File: src/rtl/uart_rx_pkg.sv
package uart_rx_pkg;
  localparam int DW = 8;
  localparam int BIT_IW = $clog2(DW);

  typedef struct packed {
    logic          brk;
    logic          ferr;
    logic          perr;
    logic [DW-1:0] data;
  } rx_entry_t;

  // expected parity bit for a data word
  function automatic logic exp_parity(logic [DW-1:0] d, logic odd);
    return (^d) ^ odd;
  endfunction

  function automatic logic entry_has_err(rx_entry_t e);
    return e.brk | e.ferr | e.perr;
  endfunction
endpackage

File: src/rtl/uart_rx_core.sv
module uart_rx_core
  import uart_rx_pkg::*;
#(
  parameter int OVS = 16
) (
  input  logic      clk,
  input  logic      rst_n,
  input  logic      rx_in,
  input  logic      tick,
  input  logic      par_en,
  input  logic      par_odd,
  output logic      push_req,
  output rx_entry_t push_entry,
  output logic      brk_hold
);
  localparam int CW = $clog2(OVS);
  localparam logic [CW-1:0] MID_C  = CW'(OVS/2 - 1);
  localparam logic [CW-1:0] LAST_C = CW'(OVS - 1);
  localparam logic [BIT_IW-1:0] TOP_BIT = BIT_IW'(DW - 1);

  typedef enum logic [2:0] {S_IDLE, S_START, S_DATA, S_PAR, S_STOP, S_BRK} rx_st_t;

  rx_st_t            st;
  logic [CW-1:0]     cnt;
  logic [BIT_IW-1:0] bit_i;
  logic [DW-1:0]     shreg;
  logic              par_q, all_low, rx_m, rx_s;
  logic              bit_done;

  assign bit_done = (cnt == LAST_C);
  assign brk_hold = (st == S_BRK);

  // two-stage synchroniser, idle high
  always_ff @(posedge clk or negedge rst_n) begin
    if (!rst_n) begin
      rx_m <= 1'b1;
      rx_s <= 1'b1;
    end else begin
      rx_m <= rx_in;
      rx_s <= rx_m;
    end
  end

  always_ff @(posedge clk or negedge rst_n) begin
    if (!rst_n) begin
      st         <= S_IDLE;
      cnt        <= '0;
      bit_i      <= '0;
      shreg      <= '0;
      par_q      <= 1'b0;
      all_low    <= 1'b1;
      push_req   <= 1'b0;
      push_entry <= '0;
    end else begin
      push_req <= 1'b0;
      if (tick) begin
        case (st)
          S_IDLE: if (!rx_s) begin
            st  <= S_START;
            cnt <= '0;
          end
          S_START: begin
            if (cnt == MID_C) begin
              cnt <= '0;
              if (rx_s) st <= S_IDLE;
              else begin
                st      <= S_DATA;
                bit_i   <= '0;
                all_low <= 1'b1;
              end
            end else cnt <= cnt + 1'b1;
          end
          S_DATA: begin
            if (bit_done) begin
              cnt     <= '0;
              shreg   <= {rx_s, shreg[DW-1:1]};
              all_low <= all_low & ~rx_s;
              if (bit_i == TOP_BIT) st <= par_en ? S_PAR : S_STOP;
              else bit_i <= bit_i + 1'b1;
            end else cnt <= cnt + 1'b1;
          end
          S_PAR: begin
            if (bit_done) begin
              cnt     <= '0;
              par_q   <= rx_s;
              all_low <= all_low & ~rx_s;
              st      <= S_STOP;
            end else cnt <= cnt + 1'b1;
          end
          S_STOP: begin
            if (bit_done) begin
              cnt      <= '0;
              push_req <= 1'b1;
              if (rx_s) begin
                push_entry.data <= shreg;
                push_entry.perr <= par_en & (par_q != exp_parity(shreg, par_odd));
                push_entry.ferr <= 1'b0;
                push_entry.brk  <= 1'b0;
                st <= S_IDLE;
              end else if (all_low) begin
                push_entry.data <= '0;
                push_entry.perr <= 1'b0;
                push_entry.ferr <= 1'b1;
                push_entry.brk  <= 1'b1;
                st <= S_BRK;
              end else begin
                // bad stop bit doubles as the next start bit
                push_entry.data <= shreg;
                push_entry.perr <= par_en & (par_q != exp_parity(shreg, par_odd));
                push_entry.ferr <= 1'b1;
                push_entry.brk  <= 1'b0;
                st      <= S_DATA;
                bit_i   <= '0;
                all_low <= 1'b1;
              end
            end else cnt <= cnt + 1'b1;
          end
          S_BRK: if (rx_s) st <= S_IDLE;
          default: st <= S_IDLE;
        endcase
      end
    end
  end
endmodule

File: src/rtl/uart_tag_fifo.sv
module uart_tag_fifo
  import uart_rx_pkg::*;
#(
  parameter int DEPTH = 16
) (
  input  logic      clk,
  input  logic      rst_n,
  input  logic      push,
  input  rx_entry_t din,
  input  logic      pop,
  output rx_entry_t dout,
  output logic      empty,
  output logic      full,
  output logic      push_ok,
  output logic      pop_ok,
  output logic      err_left
);
  localparam int AW = $clog2(DEPTH);
  localparam logic [AW:0] DEPTH_C = (AW+1)'(DEPTH);

  rx_entry_t   mem [DEPTH];
  logic [AW-1:0] wr_p, rd_p;
  logic [AW:0]   cnt_q, err_cnt, err_cnt_nxt;

  assign empty    = (cnt_q == '0);
  assign full     = (cnt_q == DEPTH_C);
  assign push_ok  = push & ~full;
  assign pop_ok   = pop & ~empty;
  assign dout     = empty ? '0 : mem[rd_p];

  always_comb begin
    err_cnt_nxt = err_cnt;
    if (push_ok && entry_has_err(din)) err_cnt_nxt = err_cnt_nxt + 1'b1;
    if (pop_ok && entry_has_err(mem[rd_p])) err_cnt_nxt = err_cnt_nxt - 1'b1;
  end
  assign err_left = (err_cnt_nxt != '0);

  always_ff @(posedge clk) begin
    if (push_ok) mem[wr_p] <= din;
  end

  always_ff @(posedge clk or negedge rst_n) begin
    if (!rst_n) begin
      wr_p    <= '0;
      rd_p    <= '0;
      cnt_q   <= '0;
      err_cnt <= '0;
    end else begin
      if (push_ok) wr_p <= wr_p + 1'b1;
      if (pop_ok)  rd_p <= rd_p + 1'b1;
      cnt_q   <= cnt_q + (AW+1)'(push_ok) - (AW+1)'(pop_ok);
      err_cnt <= err_cnt_nxt;
    end
  end
endmodule

File: src/rtl/uart_lsr.sv
module uart_lsr
  import uart_rx_pkg::*;
(
  input  logic      clk,
  input  logic      rst_n,
  input  logic      stat_rd,
  input  logic      fifo_empty,
  input  rx_entry_t head,
  input  logic      push_ok,
  input  logic      push_err,
  input  logic      pop_ok,
  input  logic      drop_evt,
  input  logic      err_left,
  input  logic      thr_empty_in,
  input  logic      tsr_empty_in,
  output logic [7:0] stat_out
);
  logic thre_q, temt_q, oe_q, mask_q, rxfe_q;
  logic [2:0] head_tag;

  always_ff @(posedge clk or negedge rst_n) begin
    if (!rst_n) begin
      thre_q <= 1'b1;
      temt_q <= 1'b1;
      oe_q   <= 1'b0;
      mask_q <= 1'b0;
      rxfe_q <= 1'b0;
    end else begin
      thre_q <= thr_empty_in;
      temt_q <= thr_empty_in & tsr_empty_in;
      if (drop_evt) oe_q <= 1'b1;
      else if (stat_rd) oe_q <= 1'b0;
      // a new head entry brings its own tags back into view
      if (pop_ok || (push_ok && fifo_empty)) mask_q <= 1'b0;
      else if (stat_rd) mask_q <= 1'b1;
      if (push_ok && push_err) rxfe_q <= 1'b1;
      else if (stat_rd && !err_left) rxfe_q <= 1'b0;
    end
  end

  assign head_tag = (fifo_empty || mask_q) ? 3'b000 : {head.brk, head.ferr, head.perr};
  assign stat_out = {rxfe_q, temt_q, thre_q, head_tag, oe_q, ~fifo_empty};
endmodule

File: src/rtl/uart_rx_lsr.sv
module uart_rx_lsr
  import uart_rx_pkg::*;
#(
  parameter int OVS   = 16,
  parameter int DEPTH = 16
) (
  input  logic       clk,
  input  logic       rst_n,
  input  logic       rx_in,
  input  logic       tick16,
  input  logic       par_en,
  input  logic       par_odd,
  input  logic       thr_empty_in,
  input  logic       tsr_empty_in,
  input  logic       stat_rd,
  output logic [7:0] stat_out,
  input  logic       pop,
  output logic [7:0] rx_data
);
  logic      push_req, push_ok, pop_ok, push_err, drop_evt;
  logic      fifo_empty, fifo_full, err_left, brk_hold;
  rx_entry_t push_entry, head;

  uart_rx_core #(.OVS(OVS)) u_core (
    .clk(clk), .rst_n(rst_n), .rx_in(rx_in), .tick(tick16),
    .par_en(par_en), .par_odd(par_odd),
    .push_req(push_req), .push_entry(push_entry), .brk_hold(brk_hold)
  );

  uart_tag_fifo #(.DEPTH(DEPTH)) u_fifo (
    .clk(clk), .rst_n(rst_n), .push(push_req), .din(push_entry),
    .pop(pop), .dout(head), .empty(fifo_empty), .full(fifo_full),
    .push_ok(push_ok), .pop_ok(pop_ok), .err_left(err_left)
  );

  assign push_err = entry_has_err(push_entry);
  assign drop_evt = push_req & fifo_full;

  uart_lsr u_lsr (
    .clk(clk), .rst_n(rst_n), .stat_rd(stat_rd), .fifo_empty(fifo_empty),
    .head(head), .push_ok(push_ok), .push_err(push_err), .pop_ok(pop_ok),
    .drop_evt(drop_evt), .err_left(err_left),
    .thr_empty_in(thr_empty_in), .tsr_empty_in(tsr_empty_in),
    .stat_out(stat_out)
  );

  assign rx_data = head.data;
endmodule

File: config.mk
export PLATFORM = sky130hd
export DESIGN_NAME = uart_rx_lsr
export DESIGN_NICKNAME = d
export VERILOG_FILES = /design/src/rtl/uart_rx_pkg.sv /design/src/rtl/uart_rx_core.sv /design/src/rtl/uart_tag_fifo.sv /design/src/rtl/uart_lsr.sv /design/src/rtl/uart_rx_lsr.sv
export SDC_FILE = /design/constraint.sdc
export NUM_CORES = 1
export LEC_CHECK = 0
export BUFFER_PORTS_ARGS = -buffer_cell sky130_fd_sc_hd__buf_2
export CORE_UTILIZATION = 47
export CTS_CLUSTER_SIZE = 10
export DETAILED_ROUTE_END_ITERATION = 12
export PLACE_DENSITY = 0.65
export SLEW_MARGIN = 10
export SYNTH_ARGS = -nofsm -noshare
export SYNTH_HDL_FRONTEND = slang
export SYNTH_SLANG_ARGS = --single-unit
File: constraint.sdc
create_clock -name clk -period 3.03 [get_ports clk]
set_input_delay 0.303 -clock clk [delete_from_list [all_inputs] [get_ports clk]]
set_output_delay 0.303 -clock clk [all_outputs]
set_load 0.03 [all_outputs]
Word-level counts from Yosys, hierarchy flattened
Memory sizes are Yosys's and may differ from the RTL's. Cells that the tools add are included.

Register bits after elaboration: 57. Bits in latches: 0. Memory bits (writable): 176. Memory bits (read-only): 0. Input bits: 10. Output and inout port bits: 16. Memories: 1.

Memories: u_fifo.mem (words 16, width 11, read ports 1, clocked after Yosys merged registers in 0, write ports 1, RTL line uart_tag_fifo.sv:21) `rx_entry_t mem [DEPTH];`.

Add/sub/neg operators: 8. Multipliers: 0. Div/mod/pow operators: 0. Magnitude comparators: 0. Equal/unequal tests: 22. Shifts and indexed selects: 0. Multiplexer cells: 46. Bitwise gates (word level): 14. Reductions and logical operators: 26.

Operators with widths (count): $mux 3 (18); $mux 11 (3); $pmux 3 s6 (1); $mux 1 (15); $ne 2x1->1 const B (7); $add 4x1->4 const B (3); $mux 4 (3); $pmux 4 s3 (1); $reduce_and 3->1 (4); $mux 5 (2); $ne 2x2->1 const B (5); $eq 3x3->1 const B (3); $pmux 3 s3 (1); $reduce_and 9->1 (1); $reduce_bool 3->1 (3); $reduce_and 8->1 (1); $reduce_xor 8->1 (1); $and 1x1->1 (6); $eq 3x2->1 const B (2); $reduce_bool 2->1 (3); $add 5x1->5 (1); $add 5x1->5 const B (1); $eq 5x5->1 const B (1); $logic_not 5->1 (1); 20 further kinds (29).

Logic depth before layout (Yosys ltp)
Depth in word-level cells: 12. Mapped depth: 16.

Modules after synthesis
Synthesis repeated with hierarchy kept, for this count alone.

Cells, all modules: 578. Area, all modules: 10003.3 sq um.

By module, submodules not included: uart_tag_fifo (instances 1, cells an instance 411, area an instance 8029.0 sq um, sequential area each 5735.5 sq um); uart_rx_core (instances 1, cells an instance 144, area an instance 1734.2 sq um, sequential area each 854.6 sq um); uart_lsr (instances 1, cells an instance 21, area an instance 227.7 sq um, sequential area each 127.6 sq um); uart_rx_lsr (instances 1, cells an instance 2, area an instance 12.5 sq um, sequential area each 0.0 sq um).

Worst setup path after synthesis
OpenSTA, ideal clock, no wires.

Path kind: flip-flop to flip-flop. Start: register u_fifo.cnt_q[3]. End: register u_fifo.cnt_q[4]. Data arrival time: 2790 ps. Setup slack: 115 ps. Stages on the path, launching flop included: 17. Clock period less this slack: 2915 ps. Cells stage by stage: dfrtp_1 -> inv_1 -> ha_1 -> nor4b_2 -> inv_2 -> and2_1 -> clkbuf_1 -> ha_1 -> inv_1 -> ha_1 -> inv_1 -> fa_1 -> inv_1 -> a21oi_1 -> nor2_1 -> nor2_1 -> xnor2_1.

Elaborated cells between the ends (all ways): 8.

RTL lines: from (decl) (RTL line uart_tag_fifo.sv:23) `logic [AW:0] cnt_q, err_cnt, err_cnt_nxt;`; from (signal assigned) (RTL line uart_tag_fifo.sv:51) `cnt_q <= cnt_q + (AW+1)'(push_ok) - (AW+1)'(pop_ok);`; $logic_not 5->1 (RTL line uart_tag_fifo.sv:25) `assign empty = (cnt_q == '0);`; $not 1->1; net stat_out[0] (RTL line uart_rx_lsr.sv:16) `output logic [7:0] stat_out,`; $and 1x1->1 (RTL line uart_tag_fifo.sv:28) `assign pop_ok = pop & ~empty;`; net pop_ok (RTL line uart_rx_lsr.sv:20) `logic push_req, push_ok, pop_ok, push_err, drop_evt;`; $sub 5x1->5 (RTL line uart_tag_fifo.sv:51).

The timed path passes the listed nets, and every way through them passes these cells. A chain may end at the register's enable or synchronous reset.

Final worst setup path
Start: register u_fifo.rd_p[1]. End: output rx_data[2].

Word-level cells in the longest chain between the ends: 2.

Ends and longest elaborated chain: from (decl) (RTL line uart_tag_fifo.sv:22) `logic [AW-1:0] wr_p, rd_p;`; from (signal assigned) (RTL line uart_tag_fifo.sv:50) `if (pop_ok) rd_p <= rd_p + 1'b1;`; $mem_v2 16x11; $mux 11 (RTL line uart_tag_fifo.sv:29) `assign dout = empty ? '0 : mem[rd_p];`; to (decl) (RTL line uart_rx_lsr.sv:18) `output logic [7:0] rx_data`.

Every way passes these cells.

==> results_dict.tcl <==
set metrics [dict create \
    r2r_cells 9 \
    synth_cells 589 \
    n_antenna_cell 0 \
    row_count 52 \
    cts_htree_levels 1 \
    antenna_found_initial 0 \
    worstSkewPairLatency_ns 0.52 \
    p_switching_w 0.00249 \
    power_frac_comb 0.223 \
    drt_first_iter_violations 342 \
    hold_violations 0 \
    die_w_um 146 \
    cts_made_buffers 27 \
    cts_root_buffer "clkbuf_16" \
    drive_above_1_share 0.254 \
    powerDensity_nw_per_um2 771 \
    async_flop_share 0.245 \
    avgSynthCellArea_um2 16.6 \
    crit_end "rx_data[2]" \
    placed_area_um2 10400 \
    final_common_cell "edfxtp_1" \
    swShare 0.286 \
    vias 5113 \
    wirelength_mm 18.5 \
    max-clock-path-buffers 3 \
    peakVddDrop_mv 0.404 \
    ios 26 \
    intPower_w 0.00622 \
    clock_power_share 0.332 \
    groute.usage.overall 0.178 \
    nNetsFinal 680 \
    clk_pin_slew_ns 0.06 \
    setup_violations 0 \
    synthesis.area_um2 9800 \
    worstSetupEndpointType "primary output" \
    coreArea_um2 20400 \
    min_path_type "in -> reg" \
    cts_tree "done" \
    rsz0062_at_grt "true" \
    required_ns 2.73 \
    leakagePower_nw 4.17 \
    period_needed_ns 2.94 \
    overflow 0 \
    finalClockSkew_ns 0.0147 \
    area_delta_synth_final_pct 15.3 \
    worst_ep_arrival_time_ns 2.64 \
    power_frac_seq 0.445 \
    final_cell_mix "edfxtp_1 (176), nand2_1 (50), dfrtp_1 (50), mux4_2 (49), buf_4 (33)" \
    report.final.slew_viol_count 0 \
    drc 0 \
    syn-num-nets 616 \
    synth_ff_type "edfxtp_1" \
    finalCritPeriodShare 0.972 \
    max_clock_freq_mhz 340 \
    max_slew_margin 0.590 \
    rr_startpoint "u_fifo.rd_p[0]$_DFFE_PN0P_" \
    maxCapViolCount 0 \
    stdcell_area_um2 11300 \
    synth-seq-area-share 0.686 \
    dp_hpwl_mm 12.1 \
    netlist-cell-type-count 49 \
    start_kind "register" \
    n_fill_cell 1569 \
    path_class "reg -> out" \
    dr.pass1.iters 4 \
    grt_pass1_wl_mm 29.4 \
    via_per_inst 5.42 \
    grt_pass1_vias 5414 \
    cts.sinks 233 \
    ys_ff_latch 233 \
    cp_max_fo 19 \
    ant_nets 0 \
    tightest_slew_ns 0.610 \
    synth_edf_count 176 \
    grt_max_degree 39 \
    utilization 0.555 \
    yosys_warnings 0 \
    status "finished, final reports clean" \
    portBuffers 25 \
    initial_utilization 0.481 \
    reg2reg_slack_ns 0.09 \
    wl_per_cell_um 19.6 \
    dieHeight_um 146 \
    gp_congestion 0.807 \
    rr_endpoint "u_lsr.rxfe_q$_DFFE_PN0P_" \
    startpoint "u_fifo.rd_p[1]$_DFFE_PN0P_" \
    dieArea_um2 21400 \
]
## sequential cells by signal, summed over array words and instances, names as in the netlist, 3 cells and up
register and count:
u_core.shreg 8, u_fifo.rd_p 4, u_core.st 3, u_fifo.wr_p 4, u_fifo.cnt_q 5, u_core.bit_i 3
u_fifo.mem 176, u_core.push_entry 11, u_core.cnt 4, u_fifo.err_cnt 5
## routing by layer
layer,wire length (um),global-route usage,up-vias
met5,0,0,-
met4,368,0.0521,0
met3,982,0.0313,28
met2,9000,0.297,110
met1,8200,0.241,2605
li1,-,-,2370
## repair_timing
| item | 4_1_cts | 5_1_grt |
|---|---|---|
| resized for setup | 2 | 4 |
| hold buffers | 4 | 0 |
| gates cloned | 0 | 1 |
| endpoints found under the setup margin | 8 | 9 |
| buffers inserted | 3 | 0 |
| hold endpoints to repair | 20 | 0 |
## area by class of cell
cell class | instances | area (um^2) | share of cell area
repair buffers | 66 | 489 | 0.0433
flip-flops and latches | 233 | 6730 | 0.595
multi-input cells | 307 | 2890 | 0.256
well taps | 270 | 338 | 0.0299
clock buffers | 49 | 778 | 0.0689
clock inverters | 1 | 8.76 | 0.000775
inverters | 18 | 67.6 | 0.00598
## through the flow
step	setup TNS (ns)	hold WS, ns	instances	setup WS, ns	total power, W
floorplan	0	0.00741	589	0.115	0.00532
global placement	0	0.286	886	0.162	0.00569
detailed placement	0	0.298	886	0.0565	0.00577
CTS	0	0.0386	943	0.00527	0.00872
global route	-0.0371	0.0496	944	-0.0371	0.00912
finish	0	0.0471	944	0.0857	0.00871
## logic make-up (layout without fill, tap and decap cells)
kind of cell               after synthesis  in the layout  synth area share
DFF                                    233            233             0.686
and+or+nand+nor                        140            140            0.0709
muxes                                   64             64             0.134
AOI/OAI and AO/OA                       56             56            0.0372
buffers and inverters                   49            134            0.0230
xor gates and xnor gates                30             30            0.0268
adders and majority gates               17             17            0.0225
## power groups by stage
stage,clock network (W),logic [W],registers [W]
6_report,0.00289,0.00194,0.00388
3_5_place_dp,0,0.00180,0.00396
2_1_floorplan,0,0.00158,0.00374
5_1_grt,0.00307,0.00214,0.00391
3_3_place_gp,0,0.00175,0.00394
4_1_cts,0.00294,0.00192,0.00386
## worst max-delay path, cell delays in order, from the launching register on
cell and delay [ns]:
dfrtp_4 0.61, buf_4 0.30, mux4_2 0.38, mux4_2 0.48
and2_1 0.17, buf_2 0.17
## cell usage after synthesis, types with 2 or more instances
| cell type | number | area [um^2] |
|---|---|---|
| buf_4 | 4 | 30.0 |
| ha_1 | 16 | 200 |
| dfrtp_1 | 52 | 1300 |
| xor2_1 | 5 | 43.8 |
| buf_2 | 2 | 10.0 |
| nand4_1 | 6 | 37.5 |
| nor2b_1 | 4 | 25.0 |
| nor3_1 | 16 | 80.1 |
| o211ai_1 | 2 | 15.0 |
| mux2_2 | 9 | 101 |
| nor2_1 | 26 | 97.6 |
| nand2_1 | 50 | 188 |
| dfstp_2 | 5 | 131 |
| a21oi_1 | 9 | 45.0 |
| a211oi_1 | 2 | 15.0 |
| buf_1 | 7 | 26.3 |
| nand2b_1 | 4 | 25.0 |
| inv_1 | 17 | 63.8 |
| a31oi_4 | 2 | 42.5 |
| xnor2_1 | 25 | 219 |
| mux4_1 | 3 | 78.8 |
| a22oi_1 | 3 | 22.5 |
| mux2i_1 | 3 | 30.0 |
| o21ai_0 | 27 | 135 |
| and3_4 | 3 | 33.8 |
| clkbuf_1 | 16 | 60.1 |
| and3_1 | 2 | 12.5 |
| mux4_2 | 49 | 1100 |
| a21o_1 | 4 | 30.0 |
| edfxtp_1 | 176 | 5290 |
| nand3_1 | 10 | 50.1 |
| and2_1 | 13 | 81.3 |
## how the worst min path moves through the flow
stage               startpoint                           to  depth (start not counted)
global placement         rst_n    u_fifo.cnt_q[3]$_DFF_PN0_                          1
floorplan                rst_n  u_core.bit_i[0]$_DFFE_PN0P_                          0
finish                 stat_rd     u_lsr.mask_q$_DFFE_PN0P_                          3
detailed placement       rst_n    u_fifo.cnt_q[4]$_DFF_PN0_                          1
global route           stat_rd     u_lsr.mask_q$_DFFE_PN0P_                          3
CTS                    stat_rd     u_lsr.mask_q$_DFFE_PN0P_                          3
Note: power is estimated with default switching activity, not from simulation.
